--- src/rtl/brf_pkg.sv ---
package brf_pkg;

  localparam int REG_IDX_W   = 4;
  localparam int NUM_LOGICAL = 1 << REG_IDX_W;
  localparam int PC_IDX      = NUM_LOGICAL - 1;
  localparam int MODE_W      = 5;

  // first logical index served by a private copy, per bank kind
  localparam int FIQ_FIRST   = 8;
  localparam int SMALL_FIRST = 13;

  localparam int COMMON_N    = NUM_LOGICAL - 1;
  localparam int FIQ_N       = PC_IDX - FIQ_FIRST;
  localparam int SMALL_N     = PC_IDX - SMALL_FIRST;
  localparam int SMALL_MODES = 4;

  localparam int FIQ_BASE    = COMMON_N;
  localparam int SMALL_BASE  = FIQ_BASE + FIQ_N;
  localparam int PHYS_N      = SMALL_BASE + SMALL_MODES * SMALL_N;
  localparam int PHYS_W      = $clog2(PHYS_N);

  localparam int SAVED_N     = SMALL_MODES + 1;
  localparam int SAVED_W     = $clog2(SAVED_N);

  localparam logic [MODE_W-1:0] MODE_FIQ = 5'h11;
  localparam logic [MODE_W-1:0] MODE_IRQ = 5'h12;
  localparam logic [MODE_W-1:0] MODE_SVC = 5'h13;
  localparam logic [MODE_W-1:0] MODE_ABT = 5'h17;
  localparam logic [MODE_W-1:0] MODE_UND = 5'h1B;

  typedef enum logic [2:0] {
    CLS_PLAIN = 3'd0,
    CLS_FIQ   = 3'd1,
    CLS_IRQ   = 3'd2,
    CLS_SVC   = 3'd3,
    CLS_ABT   = 3'd4,
    CLS_UND   = 3'd5
  } mode_cls_e;

  function automatic mode_cls_e classify_mode(input logic [MODE_W-1:0] m);
    mode_cls_e c;
    case (m)
      MODE_FIQ: c = CLS_FIQ;
      MODE_IRQ: c = CLS_IRQ;
      MODE_SVC: c = CLS_SVC;
      MODE_ABT: c = CLS_ABT;
      MODE_UND: c = CLS_UND;
      default:  c = CLS_PLAIN;
    endcase
    return c;
  endfunction

  function automatic logic has_saved(input mode_cls_e c);
    return c != CLS_PLAIN;
  endfunction

  // saved-status slot: fast interrupt first, then the four small-bank modes
  function automatic logic [SAVED_W-1:0] saved_slot(input mode_cls_e c);
    return SAVED_W'(int'(c) - 1);
  endfunction

  // logical index plus mode class -> physical storage slot
  function automatic logic [PHYS_W-1:0] phys_slot(input mode_cls_e c,
                                                  input logic [REG_IDX_W-1:0] idx);
    int s;
    int i;
    i = int'(idx);
    s = i;
    if (i < PC_IDX) begin
      if (c == CLS_FIQ && i >= FIQ_FIRST)
        s = FIQ_BASE + i - FIQ_FIRST;
      else if (c != CLS_PLAIN && c != CLS_FIQ && i >= SMALL_FIRST)
        s = SMALL_BASE + (int'(c) - int'(CLS_IRQ)) * SMALL_N + i - SMALL_FIRST;
    end
    return PHYS_W'(s);
  endfunction

endpackage

--- src/rtl/brf_bank_map.sv ---
module brf_bank_map
  import brf_pkg::*;
(
  input  mode_cls_e              cls_i,
  input  logic [REG_IDX_W-1:0]   idx_i,
  output logic [PHYS_W-1:0]      slot_o,
  output logic                   is_pc_o
);

  always_comb begin
    slot_o  = phys_slot(cls_i, idx_i);
    is_pc_o = (idx_i == REG_IDX_W'(PC_IDX));
  end

endmodule

--- src/rtl/brf_storage.sv ---
module brf_storage
  import brf_pkg::*;
#(
  parameter int DATA_W   = 32,
  parameter int RD_PORTS = 2
) (
  input  logic                 clk,
  input  logic                 rst_n,
  input  logic                 wr_en_i,
  input  logic [PHYS_W-1:0]    wr_slot_i,
  input  logic [DATA_W-1:0]    wr_data_i,
  input  logic [PHYS_W-1:0]    rd_slot_i [RD_PORTS],
  output logic [DATA_W-1:0]    rd_data_o [RD_PORTS]
);

  logic [DATA_W-1:0] cell_q [PHYS_N];

  always_ff @(posedge clk or negedge rst_n) begin
    if (!rst_n) begin
      for (int e = 0; e < PHYS_N; e++) cell_q[e] <= '0;
    end else if (wr_en_i) begin
      for (int e = 0; e < PHYS_N; e++)
        if (wr_slot_i == PHYS_W'(e)) cell_q[e] <= wr_data_i;
    end
  end

  for (genvar p = 0; p < RD_PORTS; p++) begin : g_rd
    always_comb begin
      rd_data_o[p] = '0;
      for (int e = 0; e < PHYS_N; e++)
        if (rd_slot_i[p] == PHYS_W'(e)) rd_data_o[p] = cell_q[e];
    end
  end

endmodule

--- src/rtl/brf_status.sv ---
module brf_status
  import brf_pkg::*;
#(
  parameter int DATA_W = 32
) (
  input  logic               clk,
  input  logic               rst_n,
  input  logic               stat_we_i,
  input  logic [DATA_W-1:0]  stat_wd_i,
  input  logic               saved_we_i,
  input  logic [DATA_W-1:0]  saved_wd_i,
  input  logic               restore_i,
  output logic [DATA_W-1:0]  stat_o,
  output mode_cls_e          cls_o,
  output logic [DATA_W-1:0]  saved_rd_o,
  output logic               err_o,
  output logic               restore_ok_o,
  output logic               restore_bad_o
);

  logic [DATA_W-1:0]  stat_q;
  logic [DATA_W-1:0]  saved_q [SAVED_N];
  logic               err_q;
  logic               cur_has;
  logic [SAVED_W-1:0] cur_slot;
  logic [DATA_W-1:0]  cur_saved;

  assign cls_o    = classify_mode(stat_q[MODE_W-1:0]);
  assign cur_has  = has_saved(cls_o);
  assign cur_slot = saved_slot(cls_o);

  always_comb begin
    cur_saved = '0;
    for (int k = 0; k < SAVED_N; k++)
      if (cur_has && cur_slot == SAVED_W'(k)) cur_saved = saved_q[k];
  end

  assign restore_ok_o  = restore_i && cur_has;
  assign restore_bad_o = restore_i && !cur_has;

  always_ff @(posedge clk or negedge rst_n) begin
    if (!rst_n) begin
      stat_q <= '0;
      err_q  <= 1'b0;
    end else begin
      err_q <= restore_bad_o;
      if (restore_ok_o)
        stat_q <= cur_saved;
      else if (!restore_i && stat_we_i)
        stat_q <= stat_wd_i;
    end
  end

  always_ff @(posedge clk or negedge rst_n) begin
    if (!rst_n) begin
      for (int k = 0; k < SAVED_N; k++) saved_q[k] <= '0;
    end else if (saved_we_i && cur_has) begin
      for (int k = 0; k < SAVED_N; k++)
        if (cur_slot == SAVED_W'(k)) saved_q[k] <= saved_wd_i;
    end
  end

  assign stat_o     = stat_q;
  assign saved_rd_o = cur_saved;
  assign err_o      = err_q;

endmodule

--- src/rtl/banked_regfile.sv ---
module banked_regfile
  import brf_pkg::*;
#(
  parameter int DATA_W = 32
) (
  input  logic                  clk,
  input  logic                  rst_n,
  input  logic [REG_IDX_W-1:0]  rd_a_idx,
  output logic [DATA_W-1:0]     rd_a_data,
  input  logic [REG_IDX_W-1:0]  rd_b_idx,
  output logic [DATA_W-1:0]     rd_b_data,
  input  logic                  wr_en,
  input  logic [REG_IDX_W-1:0]  wr_idx,
  input  logic [DATA_W-1:0]     wr_data,
  input  logic                  pc_wr_en,
  input  logic [DATA_W-1:0]     pc_wr_data,
  output logic [DATA_W-1:0]     pc_o,
  input  logic                  stat_wr_en,
  input  logic [DATA_W-1:0]     stat_wr_data,
  output logic [DATA_W-1:0]     stat_o,
  input  logic                  saved_wr_en,
  input  logic [DATA_W-1:0]     saved_wr_data,
  output logic [DATA_W-1:0]     saved_rd_data,
  input  logic                  restore_req,
  output logic                  restore_err
);

  localparam int RD_PORTS  = 2;
  localparam int MAP_PORTS = RD_PORTS + 1;
  localparam int WR_MAP    = RD_PORTS;

  mode_cls_e            cur_cls;
  logic [REG_IDX_W-1:0] map_idx  [MAP_PORTS];
  logic [PHYS_W-1:0]    map_slot [MAP_PORTS];
  logic                 map_pc   [MAP_PORTS];
  logic [PHYS_W-1:0]    rd_slot  [RD_PORTS];
  logic [DATA_W-1:0]    rd_store [RD_PORTS];
  logic [DATA_W-1:0]    rd_out   [RD_PORTS];
  logic [DATA_W-1:0]    pc_q;

  // named events for the checker
  logic ev_wr_accept;
  logic ev_restore_ok;
  logic ev_restore_bad;

  assign map_idx[0]      = rd_a_idx;
  assign map_idx[1]      = rd_b_idx;
  assign map_idx[WR_MAP] = wr_idx;

  for (genvar p = 0; p < MAP_PORTS; p++) begin : g_map
    brf_bank_map i_map (
      .cls_i   (cur_cls),
      .idx_i   (map_idx[p]),
      .slot_o  (map_slot[p]),
      .is_pc_o (map_pc[p])
    );
  end

  for (genvar p = 0; p < RD_PORTS; p++) begin : g_rdsel
    assign rd_slot[p] = map_slot[p];
    assign rd_out[p]  = map_pc[p] ? pc_q : rd_store[p];
  end

  assign ev_wr_accept = wr_en && !map_pc[WR_MAP];

  brf_storage #(
    .DATA_W   (DATA_W),
    .RD_PORTS (RD_PORTS)
  ) i_store (
    .clk       (clk),
    .rst_n     (rst_n),
    .wr_en_i   (ev_wr_accept),
    .wr_slot_i (map_slot[WR_MAP]),
    .wr_data_i (wr_data),
    .rd_slot_i (rd_slot),
    .rd_data_o (rd_store)
  );

  brf_status #(
    .DATA_W (DATA_W)
  ) i_status (
    .clk           (clk),
    .rst_n         (rst_n),
    .stat_we_i     (stat_wr_en),
    .stat_wd_i     (stat_wr_data),
    .saved_we_i    (saved_wr_en),
    .saved_wd_i    (saved_wr_data),
    .restore_i     (restore_req),
    .stat_o        (stat_o),
    .cls_o         (cur_cls),
    .saved_rd_o    (saved_rd_data),
    .err_o         (restore_err),
    .restore_ok_o  (ev_restore_ok),
    .restore_bad_o (ev_restore_bad)
  );

  always_ff @(posedge clk or negedge rst_n) begin
    if (!rst_n)        pc_q <= '0;
    else if (pc_wr_en) pc_q <= pc_wr_data;
  end

  assign pc_o      = pc_q;
  assign rd_a_data = rd_out[0];
  assign rd_b_data = rd_out[1];

endmodule

--- config.mk ---
export PLATFORM = sky130hd
export DESIGN_NAME = banked_regfile
export DESIGN_NICKNAME = d
export VERILOG_FILES = /design/src/rtl/brf_pkg.sv /design/src/rtl/brf_bank_map.sv /design/src/rtl/brf_storage.sv /design/src/rtl/brf_status.sv /design/src/rtl/banked_regfile.sv
export SDC_FILE = /design/constraint.sdc
export NUM_CORES = 2
export LEC_CHECK = 0
export ABC_AREA = 1
export BUFFER_PORTS_ARGS = -buffer_cell sky130_fd_sc_hd__buf_2
export CORE_MARGIN = 2
export CORE_UTILIZATION = 50
export CTS_CLUSTER_SIZE = 8
export DETAILED_ROUTE_END_ITERATION = 16
export PLACE_DENSITY = 0.7
export SLEW_MARGIN = 10
export SYNTH_ARGS = -nofsm -noshare
export SYNTH_HDL_FRONTEND = slang
export SYNTH_SLANG_ARGS = --single-unit
--- constraint.sdc ---
create_clock -name clk -period 10.4 [get_ports clk]
set_input_delay 2.08 -clock clk [delete_from_list [all_inputs] [get_ports clk]]
set_output_delay 2.08 -clock clk [all_outputs]
set_load 0.02 [all_outputs]
---- Word-level counts from Yosys, hierarchy flattened ----
Cells that the tools add are included.
storage, ports and cells
  flip-flop bits (word level) ............. 1,185
  word-level logic and storage cells ...... 303
operators by class
  add/subtract/negate cells ............... 15
  $lt $le $gt $ge ......................... 9
  equal/unequal tests ..................... 101
  multiplexer cells ....................... 79
  reduce and logical (&&, ||, !) cells .... 61
operators by type and width
  operator               count
  $mux W32               69
  $eq A5 B5 Y1 const B   47
  $eq A5 B4 Y1 const B   24
  $reduce_and A2 Y1      35
  $eq A5 B3 Y1 const B   12
  $mux W5                9
  $eq A5 B2 Y1 const B   6
  $sub A5 B5 Y5 const B  6
  $ge A4 B4 Y1 const B   6
  $logic_and A1 B1 Y1    17
  $add A4 B4 Y5 const A  3
  $add A5 B5 Y5          3
  $eq A5 B1 Y1 const B   3
  $logic_not A5 Y1       3
  $pmux W3 S5            1
  $eq A4 B4 Y1 const B   3
  $lt A4 B4 Y1 const B   3
  $eq A3 B1 Y1 const B   2
  $eq A3 B2 Y1 const B   2
  $add A5 B5 Y5 const A  1
  $sub A3 B2 Y4 const B  1
  $eq A3 B3 Y1 const B   1
  $logic_not A1 Y1       3
  $logic_not A3 Y1       1
  other kinds (4)        4

---- Depth between registers and ports, before layout ----
  depth in word-level cells ............... 41
  mapped depth ............................ 37
  gate-level depth less buffers ........... 35

---- Modules after synthesis ----
Synthesis repeated with hierarchy kept, for this count alone.
second synthesis, totals
  cell total of the unflattened synthesis .. 8,592
  area total of the unflattened synthesis .. 62,010.7 um2
by module, submodules not included
  module          times used  cells each  area an instance (um2)  seq. area each (um2)
  brf_storage     1           6,894       49,333.6                24,023.0
  brf_status      1           1,136       9,026.2                 4,829.6
  banked_regfile  1           346         2,277.2                 800.8
  brf_bank_map    3           72          457.9                   0.0

---- Worst setup path before layout ----
Ideal clock, no wire load.
  kind .................................... input port to output port
  start point ............................. in rd_a_idx[1]
  end point ............................... out rd_a_data[11]
  arrival ................................. 5.293 ns
  slack ................................... 3.027 ns
  cell stages on the path ................. 31
  path buffers ............................ 1
  path through ............................ inv_1 ha_1 inv_1 ha_1 fa_1 nor2_1 nand3_1 nand3_1 nand2_1 nor2_1 inv_2 nor2_1 inv_2 nor2_2 buf_1 nand2_1 nand4_1 nand2_1 nand4_1 nand2_1 nand3_1 nand2_1 nand3_1 nand2_1 nand4_1 nand2_1 nand3_1 nand2_1 nand2_1 nand2_1 nand2_1
on the way
  longest elaborated chain between the ends .. 37
  elaborated cells on any way between the ends .. 74
ends and longest elaborated chain
  element                                                      RTL line                      text
  from (decl)                                                  banked_regfile.sv:8           input logic [REG_IDX_W-1:0] rd_a_idx,
  $add A5 B5 Y5 / $ge A4 B4 Y1 (equally long branches)         brf_pkg.sv:73, brf_pkg.sv:72
  $sub A5 B5 Y5 / $logic_and A1 B1 Y1 (equally long branches)  brf_pkg.sv:73, brf_pkg.sv:72
  $mux W5                                                      brf_pkg.sv:72                 else if (c != CLS_PLAIN && c != CLS_FIQ && i >= SMALL_FIRST)
  $mux W5                                                      brf_pkg.sv:70                 if (c == CLS_FIQ && i >= FIQ_FIRST)
  $mux W5                                                      brf_pkg.sv:69                 if (i < PC_IDX) begin
  $logic_not A5 Y1                                             brf_storage.sv:31             if (rd_slot_i[p] == PHYS_W'(e)) rd_data_o[p] = cell_q[e];
  $mux W32 (30 in series)                                      brf_storage.sv:31
  $mux W32 (*)                                                 banked_regfile.sv:61          assign rd_out[p] = map_pc[p] ? pc_q : rd_store[p];
  to (decl)                                                    banked_regfile.sv:9           output logic [DATA_W-1:0] rd_a_data,
Every way passes the cells marked *; elsewhere a longest branch is shown, timed or not.

---- Worst setup path after layout ----
  start point ............................. reg i_status.stat_q[3] (netlist: i_status.stat_o[3])
  end point ............................... out rd_a_data[3]
on the way
  longest elaborated chain between the ends .. 41
  elaborated cells on any way between the ends .. 80
ends and longest elaborated chain
  element                      RTL line              text
  from (decl)                  brf_status.sv:21      logic [DATA_W-1:0] stat_q;
  from (signal assigned)       brf_status.sv:48      stat_q <= cur_saved;
  from (signal assigned)       brf_status.sv:50      stat_q <= stat_wd_i;
  $eq A5 B5 Y1                 brf_pkg.sv:42         case (m)
  $pmux W3 S5 (*)              brf_pkg.sv:42
  $sub A3 B2 Y4                brf_pkg.sv:73         s = SMALL_BASE + (int'(c) - int'(CLS_IRQ)) * SMALL_N + i - SMALL_FIRST;
  $add A5 B5 Y5 (2 in series)  brf_pkg.sv:73
  $sub A5 B5 Y5                brf_pkg.sv:73
  $mux W5                      brf_pkg.sv:72
  $mux W5 (*)                  brf_pkg.sv:70
  $mux W5 (*)                  brf_pkg.sv:69
  $logic_not A5 Y1             brf_storage.sv:31
  $mux W32 (29 in series)      brf_storage.sv:31
  $mux W32 (*)                 brf_storage.sv:31
  $mux W32 (*)                 banked_regfile.sv:61
Marks and branches as above.

==> metrics.yaml <==
dieArea_mm2: 0.126
max_freq_ghz: 0.101
p_leak_nw: 32.0
seq_area_frac_synth: 0.481
postCtsSetupBuffers: 0
clkTransAtPathRegs_ns: 0.05
maxCapViolCount: 0
combPwrFrac: 0.304
syn2layout_area_growth_pct: 11.6
io_buffers: 307
synthMuxAreaShare: 0.00585
hold_ws_ns: 0.478
ctsLongestPathBuffers: 3
rr_endpoint: "i_store.cell_q[450]"
row_count: 128
post-route-period-util: 0.949
antenna_found_initial: 1
critPathArrivalTime_ns: 7.79
initial_utilization: 0.505
synth_top_family_by_area: "simple AND/OR/NAND/NOR gates"
synth_edf_count: 0
rsz0062_at_grt: "false"
dr.pass1.iters: 8
r2r_cells: 17
place.gp.congestion: 0.950
diodes: 0
synth_ff_type: "dfrtp_1"
drt-initial-drc-count: 6792
grt_usage: 0.319
grt_overflow: 0
htree_num_levels: 4
worst_slew_pin_slew_ns: 1.24
layout-drive-gt1-share: 0.100
grt_pass1_wl_mm: 318
max_stage_delay_ns: 0.59
p_total_mw: 16.9
cts_tree: "yes"
vias_per_cell: 5.78
setup.worst_path.end_class: "output pin"
utilization: 0.563
maxSlewViolCount: 0
cp-startpoint: "i_status.stat_o[3]"
synthAdderAreaFrac: 0.00869
outcome: "complete, no violations"
die_w_um: 355
final_cells: 10200
cp-start-kind: "register"
yosys.cell_count.top_type: "nand2_1"
vias: 58700
ff2ff_setup_slack_ns: 4.94
synth_top_area_cell: "dfrtp_1"
synth_seq_cells: 1185
yosysWarnings: 0
first_global_vias: 56400
critical_path_class: "register to output pin"
cp_slowest_cell: "nand3_2"
synthesis.area_mm2: 0.0616
clockRootBuffer: "clkbuf_16"
hold_violations: 0
dp.cells: 9975
drcViolationCount: 0
netlist_instances: 8464
final_antenna_net_count: 0
clock-sinks: 1185
synth_xor_area_frac: 0.000995
clk_latency_ns: 0.79
nNetsFinal: 8706
ys_types: 47
synth_compound_area_frac: 0.120
fin_crit_ns: 9.87
yosys.area_share.simple: 0.307
fin_tns_setup_ns: 0
io_pins: 308
die_h_um: 355
endpoint: "rd_a_data[3]"
maxSlewHeadroom: 0.171
p_int_mw: 10.4
syn_nets: 8652
synthTopCellsByCount: "nand2_1, dfrtp_1, o21ai_0, nor2_1, inv_1"
yosys-top-cells-area: "dfrtp_1, nand2_1, o21ai_0"
synth-async-reset-ratio: 1.00
wire_per_inst_um: 19.9
place_hpwl_mm: 137
crit_fanout: 22
seq_power_share: 0.409
postCtsHoldBufs: 0
final.setup_skew_ns: 0.0206
numCtsBuffers: 166
cp_common_cell: "nand2_1"
grt_max_degree: 192
p_per_area_mw_per_mm2: 246
p_sw_frac: 0.385
clkPwrFrac: 0.287
fp.coreArea_mm2: 0.122
cp_data_required_time_ns: 8.32
synth.top_cell.area_share: 0.481
vdd_drop_max_mv: 0.192
r2r-start: "i_status.stat_o[3]"
routed_wl_mm: 202
holdCritPathClass: "register to register"
p_sw_mw: 6.52
cts-resized-gates: 0
syn_avg_cell_area_um2: 7.28
finalSetupViolations: 0
==> final cells by class <==
class | instances | area [um2]
Sequential cell | 1185 | 29700
Tap cell | 1625 | 2030
Inverter | 666 | 2500
Timing Repair Buffer | 440 | 2630
Multi-Input combinational cell | 6059 | 27500
Fill cell | 11400 | 53300
Clock inverter | 14 | 224
Clock buffer | 169 | 4190
==> worst max-delay path: cells and delay by family (launching register included) <==
kind | cells | cell delay, ns
flops | 1 | 0.44
xor+xnor | 1 | 0.33
simple gates | 25 | 3.99
buf+inv | 4 | 1.18
fa+ha+maj | 3 | 0.83
compound gates | 1 | 0.15
==> registers in the layout, indices dropped and copies added (netlist names) <==
name and count:
i_status.err_o 1, i_store.cell_q 960, pc_o 32, i_status.stat_o 32, i_status.saved_q 160
==> cells by family after synthesis <==
kind of cell / Yosys count
compound gates: 1450
fa+ha+maj: 41
buf+inv: 1220
simple gates: 4529
mux: 32
xor+xnor: 7
flops: 1185
==> power groups by stage <==
stage | logic [mW] | registers (mW) | clock network [mW]
global route | 5.72 | 7.08 | 5.10
detailed placement | 5.08 | 6.93 | 0
global placement | 4.96 | 6.89 | 0
floorplan | 3.22 | 6.78 | 0
CTS | 5.10 | 6.89 | 4.91
finish | 5.14 | 6.92 | 4.86
==> how the worst min path moves through the flow <==
| stage | from | to | slack (ns) | depth (start not counted) |
|---|---|---|---|---|
| after CTS | i_status.stat_o[9] | i_status.stat_o[9] | 0.48 | 2 |
| after global placement | i_status.stat_o[18] | i_status.stat_o[18] | 0.46 | 2 |
| after floorplan | i_status.saved_q[94] | i_status.saved_q[94] | 0.45 | 2 |
| after detailed placement | i_status.stat_o[9] | i_status.stat_o[9] | 0.47 | 2 |
| after global routing | i_status.stat_o[9] | i_status.stat_o[9] | 0.50 | 2 |
| final | i_status.stat_o[26] | i_status.stat_o[26] | 0.48 | 2 |
==> per-layer routing <==
metal	share of wire	up-vias	routed length, um	GRT usage
met5	0.000079	-	16	0
met1	0.42	28100	84600	0.450
met2	0.45	2930	90500	0.490
met4	0.033	2	6610	0.115
met3	0.10	469	20300	0.0637
li1	-	27200	-	-
==> layout by cell type (no fill, tap or decap), types with 4 or more instances in the layout <==
cell type / instances
a21oi_1: 154
and3_1: 4
buf_12: 7
buf_2: 306
buf_4: 127
clkbuf_16: 167
dfrtp_1: 1185
ha_1: 38
inv_1: 639
inv_16: 4
inv_2: 25
inv_6: 5
mux2_2: 32
nand2_1: 2944
nand2_2: 28
nand2_4: 4
nand3_1: 266
nand3_2: 32
nand4_1: 405
nor2_1: 675
nor2_2: 34
nor2_4: 10
nor3_1: 34
nor3_2: 9
o211ai_1: 32
o21ai_0: 1109
o21ai_1: 144
o22ai_1: 4
or2_0: 14
or2_1: 12
or2_2: 49
xor2_1: 4
==> stage by stage <==
step,area [um2],worst slack (ns)
floorplan,61600,3.03
global placement,64300,0.960
detailed placement,64300,0.976
CTS,68700,0.614
global route,68800,0.0699
finish,68800,0.533
Note: power is estimated with default switching activity, not from simulation.
